===== config.mk =====
export PLATFORM = sky130hd
export DESIGN_NAME = mono_bitmap_vga
export DESIGN_NICKNAME = d
export VERILOG_FILES = /design/src/rtl/mvga_pkg.sv /design/src/rtl/mvga_scan.sv /design/src/rtl/mvga_fetch.sv /design/src/rtl/mvga_shift.sv /design/src/rtl/mono_bitmap_vga.sv
export SDC_FILE = /design/constraint.sdc
export NUM_CORES = 1
export LEC_CHECK = 0
export BUFFER_PORTS_ARGS = -buffer_cell sky130_fd_sc_hd__buf_4
export CORE_MARGIN = 2
export CORE_UTILIZATION = 52
export DETAILED_ROUTE_END_ITERATION = 7
export GPL_TIMING_DRIVEN = 0
export PLACE_DENSITY = 0.75
export SYNTH_ARGS = -nofsm -noshare
export SYNTH_HDL_FRONTEND = slang
export SYNTH_SLANG_ARGS = --single-unit

===== constraint.sdc =====
create_clock -name clk -period 1.7 [get_ports clk]
set_input_delay 0.085 -clock clk [delete_from_list [all_inputs] [get_ports clk]]
set_output_delay 0.085 -clock clk [all_outputs]
set_load 0.05 [all_outputs]

===== src/rtl/mvga_pkg.sv =====
package mvga_pkg;

    // Per-clock decode of the scan position, shared by fetch and shift logic.
    typedef struct packed {
        logic active;     // position lies in the visible area
        logic load;       // first clock of a word in the visible area
        logic fetch;      // raise a frame-buffer request after this clock
        logic frame_rst;  // first clock of vertical blanking
        logic hsync_n;
        logic vsync_n;
    } scan_t;

endpackage


===== src/rtl/mvga_scan.sv =====
module mvga_scan
    import mvga_pkg::*;
#(
    parameter int H_ACTIVE = 288,
    parameter int H_FRONT  = 10,
    parameter int H_SYNC   = 46,
    parameter int H_BACK   = 40,
    parameter int V_ACTIVE = 455,
    parameter int V_FRONT  = 24,
    parameter int V_SYNC   = 2,
    parameter int V_BACK   = 44,
    parameter int CPW      = 8     // clocks per word, power of two
) (
    input  logic  clk,
    input  logic  rst_n,
    output scan_t scan
);
    localparam int H_TOTAL = H_ACTIVE + H_FRONT + H_SYNC + H_BACK;
    localparam int V_TOTAL = V_ACTIVE + V_FRONT + V_SYNC + V_BACK;
    localparam int HW = $clog2(H_TOTAL);
    localparam int VW = $clog2(V_TOTAL);
    localparam int CW = $clog2(CPW);

    localparam logic [HW-1:0] H_LAST  = HW'(H_TOTAL - 1);
    localparam logic [HW-1:0] H_VIS   = HW'(H_ACTIVE);
    localparam logic [HW-1:0] H_SS    = HW'(H_ACTIVE + H_FRONT);
    localparam logic [HW-1:0] H_SE    = HW'(H_ACTIVE + H_FRONT + H_SYNC);
    localparam logic [HW-1:0] H_PRE   = HW'(H_TOTAL - CPW);
    localparam logic [HW-1:0] H_LASTW = HW'(H_ACTIVE - CPW);
    localparam logic [VW-1:0] V_LAST  = VW'(V_TOTAL - 1);
    localparam logic [VW-1:0] V_VIS   = VW'(V_ACTIVE);
    localparam logic [VW-1:0] V_PRE   = VW'(V_ACTIVE - 1);
    localparam logic [VW-1:0] V_SS    = VW'(V_ACTIVE + V_FRONT);
    localparam logic [VW-1:0] V_SE    = VW'(V_ACTIVE + V_FRONT + V_SYNC);

    typedef struct packed {
        logic [HW-1:0] h;
        logic [VW-1:0] v;
    } pos_t;

    pos_t pos_d, pos_q;

    always_comb begin
        pos_d = pos_q;
        if (pos_q.h == H_LAST) begin
            pos_d.h = '0;
            pos_d.v = (pos_q.v == V_LAST) ? '0 : pos_q.v + 1'b1;
        end else begin
            pos_d.h = pos_q.h + 1'b1;
        end
    end

    always_ff @(posedge clk or negedge rst_n) begin
        if (!rst_n) begin
            pos_q.h <= '0;
            pos_q.v <= V_VIS;
        end else begin
            pos_q <= pos_d;
        end
    end

    logic vis_line, next_vis, word_edge;

    always_comb begin
        vis_line       = pos_q.v < V_VIS;
        next_vis       = (pos_q.v == V_LAST) || (pos_q.v < V_PRE);
        word_edge      = pos_q.h[CW-1:0] == '0;
        scan.active    = vis_line && (pos_q.h < H_VIS);
        scan.load      = scan.active && word_edge;
        scan.fetch     = (scan.load && (pos_q.h < H_LASTW))
                       || ((pos_q.h == H_PRE) && next_vis);
        scan.frame_rst = (pos_q.v == V_VIS) && (pos_q.h == '0);
        scan.hsync_n   = !((pos_q.h >= H_SS) && (pos_q.h < H_SE));
        scan.vsync_n   = !((pos_q.v >= V_SS) && (pos_q.v < V_SE));
    end

endmodule


===== src/rtl/mvga_fetch.sv =====
module mvga_fetch
    import mvga_pkg::*;
#(
    parameter int WORD_W = 16,
    parameter int ADDR_W = 14
) (
    input  logic              clk,
    input  logic              rst_n,
    input  scan_t             scan,
    input  logic              mem_ack,
    input  logic [WORD_W-1:0] mem_rdata,
    output logic              mem_req,
    output logic [ADDR_W-1:0] mem_addr,
    output logic [WORD_W-1:0] held_word
);
    typedef struct packed {
        logic              req;
        logic [ADDR_W-1:0] addr;
        logic [WORD_W-1:0] word;
    } fetch_t;

    fetch_t f_d, f_q;

    always_comb begin
        f_d     = f_q;
        f_d.req = scan.fetch || (f_q.req && !mem_ack);
        if (f_q.req && mem_ack) begin
            f_d.addr = f_q.addr + 1'b1;
            f_d.word = mem_rdata;
        end
        if (scan.frame_rst) begin
            f_d.addr = '0;
        end
    end

    always_ff @(posedge clk or negedge rst_n) begin
        if (!rst_n) begin
            f_q <= '0;
        end else begin
            f_q <= f_d;
        end
    end

    assign mem_req   = f_q.req;
    assign mem_addr  = f_q.addr;
    assign held_word = f_q.word;

endmodule


===== src/rtl/mvga_shift.sv =====
module mvga_shift
    import mvga_pkg::*;
#(
    parameter int WORD_W      = 16,
    parameter int PIX_PER_CLK = 2
) (
    input  logic                   clk,
    input  logic                   rst_n,
    input  scan_t                  scan,
    input  logic [WORD_W-1:0]      held_word,
    output logic [PIX_PER_CLK-1:0] video,
    output logic                   hsync_n,
    output logic                   vsync_n
);
    typedef struct packed {
        logic [WORD_W-1:0]      shreg;
        logic [PIX_PER_CLK-1:0] pix;
        logic                   hs_n;
        logic                   vs_n;
    } shift_t;

    shift_t s_d, s_q;
    logic [WORD_W-1:0] src;

    always_comb begin
        s_d      = s_q;
        src      = scan.load ? held_word : s_q.shreg;
        s_d.hs_n = scan.hsync_n;
        s_d.vs_n = scan.vsync_n;
        if (scan.active) begin
            s_d.pix   = src[WORD_W-1 -: PIX_PER_CLK];
            s_d.shreg = src << PIX_PER_CLK;
        end else begin
            s_d.pix   = '0;
        end
    end

    always_ff @(posedge clk or negedge rst_n) begin
        if (!rst_n) begin
            s_q.shreg <= '0;
            s_q.pix   <= '0;
            s_q.hs_n  <= 1'b1;
            s_q.vs_n  <= 1'b1;
        end else begin
            s_q <= s_d;
        end
    end

    assign video   = s_q.pix;
    assign hsync_n = s_q.hs_n;
    assign vsync_n = s_q.vs_n;

endmodule


===== src/rtl/mono_bitmap_vga.sv =====
module mono_bitmap_vga
    import mvga_pkg::*;
#(
    parameter int WORD_W      = 16,
    parameter int PIX_PER_CLK = 2,
    parameter int ADDR_W      = 14,
    parameter int H_ACTIVE    = 288,
    parameter int H_FRONT     = 10,
    parameter int H_SYNC      = 46,
    parameter int H_BACK      = 40,
    parameter int V_ACTIVE    = 455,
    parameter int V_FRONT     = 24,
    parameter int V_SYNC      = 2,
    parameter int V_BACK      = 44
) (
    input  logic                   clk,
    input  logic                   rst_n,
    output logic                   hsync_n,
    output logic                   vsync_n,
    output logic [PIX_PER_CLK-1:0] video,
    output logic                   mem_req,
    output logic [ADDR_W-1:0]      mem_addr,
    input  logic                   mem_ack,
    input  logic [WORD_W-1:0]      mem_rdata
);
    localparam int CPW = WORD_W / PIX_PER_CLK;

    scan_t             scan;
    logic [WORD_W-1:0] held_word;

    mvga_scan #(
        .H_ACTIVE(H_ACTIVE), .H_FRONT(H_FRONT), .H_SYNC(H_SYNC), .H_BACK(H_BACK),
        .V_ACTIVE(V_ACTIVE), .V_FRONT(V_FRONT), .V_SYNC(V_SYNC), .V_BACK(V_BACK),
        .CPW(CPW)
    ) u_scan (
        .clk  (clk),
        .rst_n(rst_n),
        .scan (scan)
    );

    mvga_fetch #(.WORD_W(WORD_W), .ADDR_W(ADDR_W)) u_fetch (
        .clk      (clk),
        .rst_n    (rst_n),
        .scan     (scan),
        .mem_ack  (mem_ack),
        .mem_rdata(mem_rdata),
        .mem_req  (mem_req),
        .mem_addr (mem_addr),
        .held_word(held_word)
    );

    mvga_shift #(.WORD_W(WORD_W), .PIX_PER_CLK(PIX_PER_CLK)) u_shift (
        .clk      (clk),
        .rst_n    (rst_n),
        .scan     (scan),
        .held_word(held_word),
        .video    (video),
        .hsync_n  (hsync_n),
        .vsync_n  (vsync_n)
    );

endmodule


==> key figures <==
Global route
  – Initial antenna violation count: 0
  – First-pass GRT wire length: 12300 um
  – GR Overflow Total: 0
  – Vias in the first global route: 2567
  – Largest net degree at the start of global routing: 69
  – GRT Total Usage: 21.8%

Worst setup path
  – Crit path DAT: 1.95 ns
  – Crit start category: register
  – Kind of critical path: reg2reg
  – CP max stage delay: 0.57 ns
  – Critical Path RT: 1.93 ns
  – Crit Path Max Fanout: 3
  – Flop2flop setup slack: -0.02 ns
  – Crit path cell chain: buf_4 -> inv_1 -> ha_1 -> nor2b_2 -> nand3_2 -> a2111oi_4 -> a211o_1
  – Worst path slowest cell: dfstp_2
  – Setup crit end kind: register

STA
  – Endpoints failing setup: 1
  – Worst slew pin tran: 0.851 ns
  – Post-route setup TNS: -0.0248 ns
  – Final min period: roughly 1.7 ns
  – Slew margin rel.: 43.2%
  – Worst hold slack: 0.0420 ns
  – Final period util: 101%
  – Fmax: 580 MHz
  – Final WS setup: -0.0248 ns
  – Fin. max-slew vios: 0
  – RSZ-0062 raised after global routing: true
  – Layout Skew: 0.00850 ns
  – Final Hold Viols: 0

Route
  – DRT iter0 DRCs: 173
  – First drt pass iteration count: 6
  – Via density: around 5.6
  – Vias: 2604
  – Post-route DRC: 0
  – Final ANT Viol Nets: 0
  – WL/cell: 15.9 um
  – Final wirelength: 7340 um

Synthesis
  – Main combinational cell family by area after synthesis: simple AND/OR/NAND/NOR gates
  – Distinct cells, synth: 41
  – Multiplexer share of the synthesized area: 9.94%
  – Sequential area share after synthesis: a little over half
  – Simple-gate portion of the synthesized area: 18.2%
  – Mapped Area: 3240 um^2
  – Synthesized area per cell: 10.6 um^2
  – Yosys top cell by area: dfrtp_1
  – Post-Synth XOR/XNOR Area: under 10%
  – Top FF cell, synth: dfrtp_1
  – Synth top area share: 46.4%
  – Adder-cell share of the synthesized area: 2.32%
  – Number of synthesized flops with an enable pin: 0
  – Post-Synthesis Cells: 305
  – Synth Area in Compound Gates: under 10%
  – Seq cells post-synth: 68
  – Warnings, synthesis: 0
  – Synthesized net count: 330
  – FFs w/ async S/R, synth: 100%
  – Synth top area cells: dfrtp_1 (46%), dfstp_2 (6.5%), mux2_2 (5.9%), mux2i_1 (4.0%), nand2_1 (3.7%)

Layout
  – Layout Nets: 406
  – Fillers: 410
  – Area grow syn2layout: 35.1%
  – Share of layout cells above drive strength 1: 39.1%
  – Ant diodes: 0

Floorplanning
  – Die X-Extent: 82.9 um
  – Core Region: 5960 um^2
  – DIE AREA: 6870 um^2
  – Initial Util: roughly 54%
  – # IOs: 38
  – Die height: 82.9 um
  – Standard-cell rows: 28

Placed design
  – Gpl congestion: 0.819
  – Post-DP HPWL: 4380 um
  – IO Port Bufs: 37

CTS
  – Root buf cell: clkbuf_8
  – CTS sink count: between 60 and 70
  – Clk buf depth: 2
  – CTS Buf Count: 9
  – Worst skew pair latency: 0.35 ns
  – CTS clk-pin slew, worst paths: 0.08 ns
  – Htree depth: 3
  – TritonCTS clock tree: yes

Worst hold path
  – Worst min-delay path class: in2reg

Power and ir drop
  – P per Cell Area: 909 nW/um^2
  – Lkg Pwr: 1.89 nW
  – Worst IR drop on VDD: about 0.00072 V

Outcome
  – Failing checks: setup timing
  – Status: finished, violations left

Run
  – Max Cap Violations: 0
final timing paths:
path | start | end | cells after the start
min reg2reg | u_shift.s_q[14] | u_shift.s_q[14] | 2
max | u_scan.pos_q[1] | u_fetch.mem_req | 7
max reg2reg | u_scan.pos_q[1] | u_fetch.mem_req | 7
min in group asynchronous | rst_n | u_scan.pos_q[4] | 2
max in group asynchronous | rst_n | u_fetch.mem_addr[2] | 2
min | mem_ack | u_fetch.mem_addr[1] | 3
cells in the mapped netlist, drive strengths merged, types with 9 or more instances:
cell type  count
dfrtp         60
nand2         32
o21ai         22
nor2          20
mux2          17
nand3         16
a21oi         13
mux2i         13
xor2          12
inv           10
nand4         10
buf            9
nor3           9
cells in the final DEF (no fill, tap or decap), types with 2 or more instances in the layout:
cell type       n
a2111oi_4       2
a21oi_1        11
a21oi_2         2
and4_1          3
buf_4          51
buf_6           5
clkbuf_2        3
clkbuf_4        3
clkbuf_8       11
clkinv_2        2
clkinv_4        2
dfrtp_1        49
dfrtp_2        11
dfstp_2         8
dlygate4sd3_1  17
ha_1            4
ha_4            2
inv_1          10
inv_6           2
mux2_2         17
mux2i_1        12
nand2_1        29
nand2_2         3
nand3_1        14
nand3_2         2
nand4_1         9
nor2_1         13
nor2_2          2
nor2_4          5
nor2b_2         2
nor3_1          5
nor3_2          4
nor4_1          4
nor4_4          2
o21ai_0        14
o21ai_1         8
or3_1           3
xnor2_1         8
xor2_1         12
where the power goes:
part | switching, mW | total (mW) | internal (mW) | leakage, nW
registers | 0.143 | 1.94 | 1.80 | 0.809
logic | 0.395 | 0.679 | 0.284 | 0.981
clock network | 0.666 | 1.35 | 0.687 | 0.104
total | 1.20 | 3.97 | 2.77 | 1.89
layout make-up:
| cell class | count | area [um^2] | area share, % |
|---|---|---|---|
| flip-flops and latches | 68 | 1730 | 39.5 |
| clock inverters | 7 | 75.1 | 1.72 |
| clock buffers | 9 | 124 | 2.83 |
| repair buffers | 68 | 554 | 12.7 |
| plain buffers | 14 | 124 | 2.83 |
| well taps | 75 | 93.8 | 2.15 |
| multi-input cells | 210 | 1640 | 37.4 |
| inverters | 10 | 37.5 | 0.859 |
critical path: cells and delay by family (launching register included):
| family | cells | cell delay (ns) |
|---|---|---|
| DFF | 1 | 0.57 |
| AOI/OAI and AO/OA | 2 | 0.37 |
| buffers and inverters | 2 | 0.19 |
| adders and majority gates | 1 | 0.18 |
| and+or+nand+nor | 2 | 0.29 |
logic make-up after synthesis:
| family | count (synthesis) |
|---|---|
| xor+xnor | 20 |
| simple gates | 111 |
| buf+inv | 27 |
| mux | 30 |
| fa+ha+maj | 6 |
| compound gates | 43 |
| flops | 68 |
registers in the layout, indices dropped and copies added, names as in the netlist:
signal / count
u_fetch.held_word: 16
u_fetch.mem_addr: 14
u_fetch.mem_req: 1
u_scan.pos_q: 19
u_shift.hsync_n: 1
u_shift.s_q: 14
u_shift.video: 2
u_shift.vsync_n: 1
layer usage:
metal | share of wire, % | GRT usage, %
met5 | 0 | 0
met2 | 48 | 34.4
met3 | 3.8 | 3.68
met4 | 1.4 | 8.05
met1 | 47 | 30.4
through the flow:
| stage | setup slack, ns | utilization [%] | cell area (um^2) | power (mW) | instances |
|---|---|---|---|---|---|
| finish | -0.0248 | 73.4 | 4370 | 3.97 | 461 |
| global route | -0.0894 | 73.4 | 4370 | 4.15 | 461 |
| CTS | -0.0663 | 70.3 | 4180 | 3.95 | 460 |
| detailed placement | -0.343 | 60.9 | 3630 | 2.58 | 417 |
| global placement | -0.311 | 60.9 | 3630 | 2.55 | 417 |
| floorplan | -0.0310 | - | 3260 | 2.34 | 305 |
timing repair:
action / 4_1_cts / 5_1_grt
endpoints found under the setup margin: 40 / 43
setup buffers: 9 / 3
hold buffers: 17 / 0
pin swaps: 6 / 10
gates resized for setup: 33 / 43
gates cloned: 2 / 0
hold endpoints to repair: 76 / 0
Power figures use the tool's default switching activity.
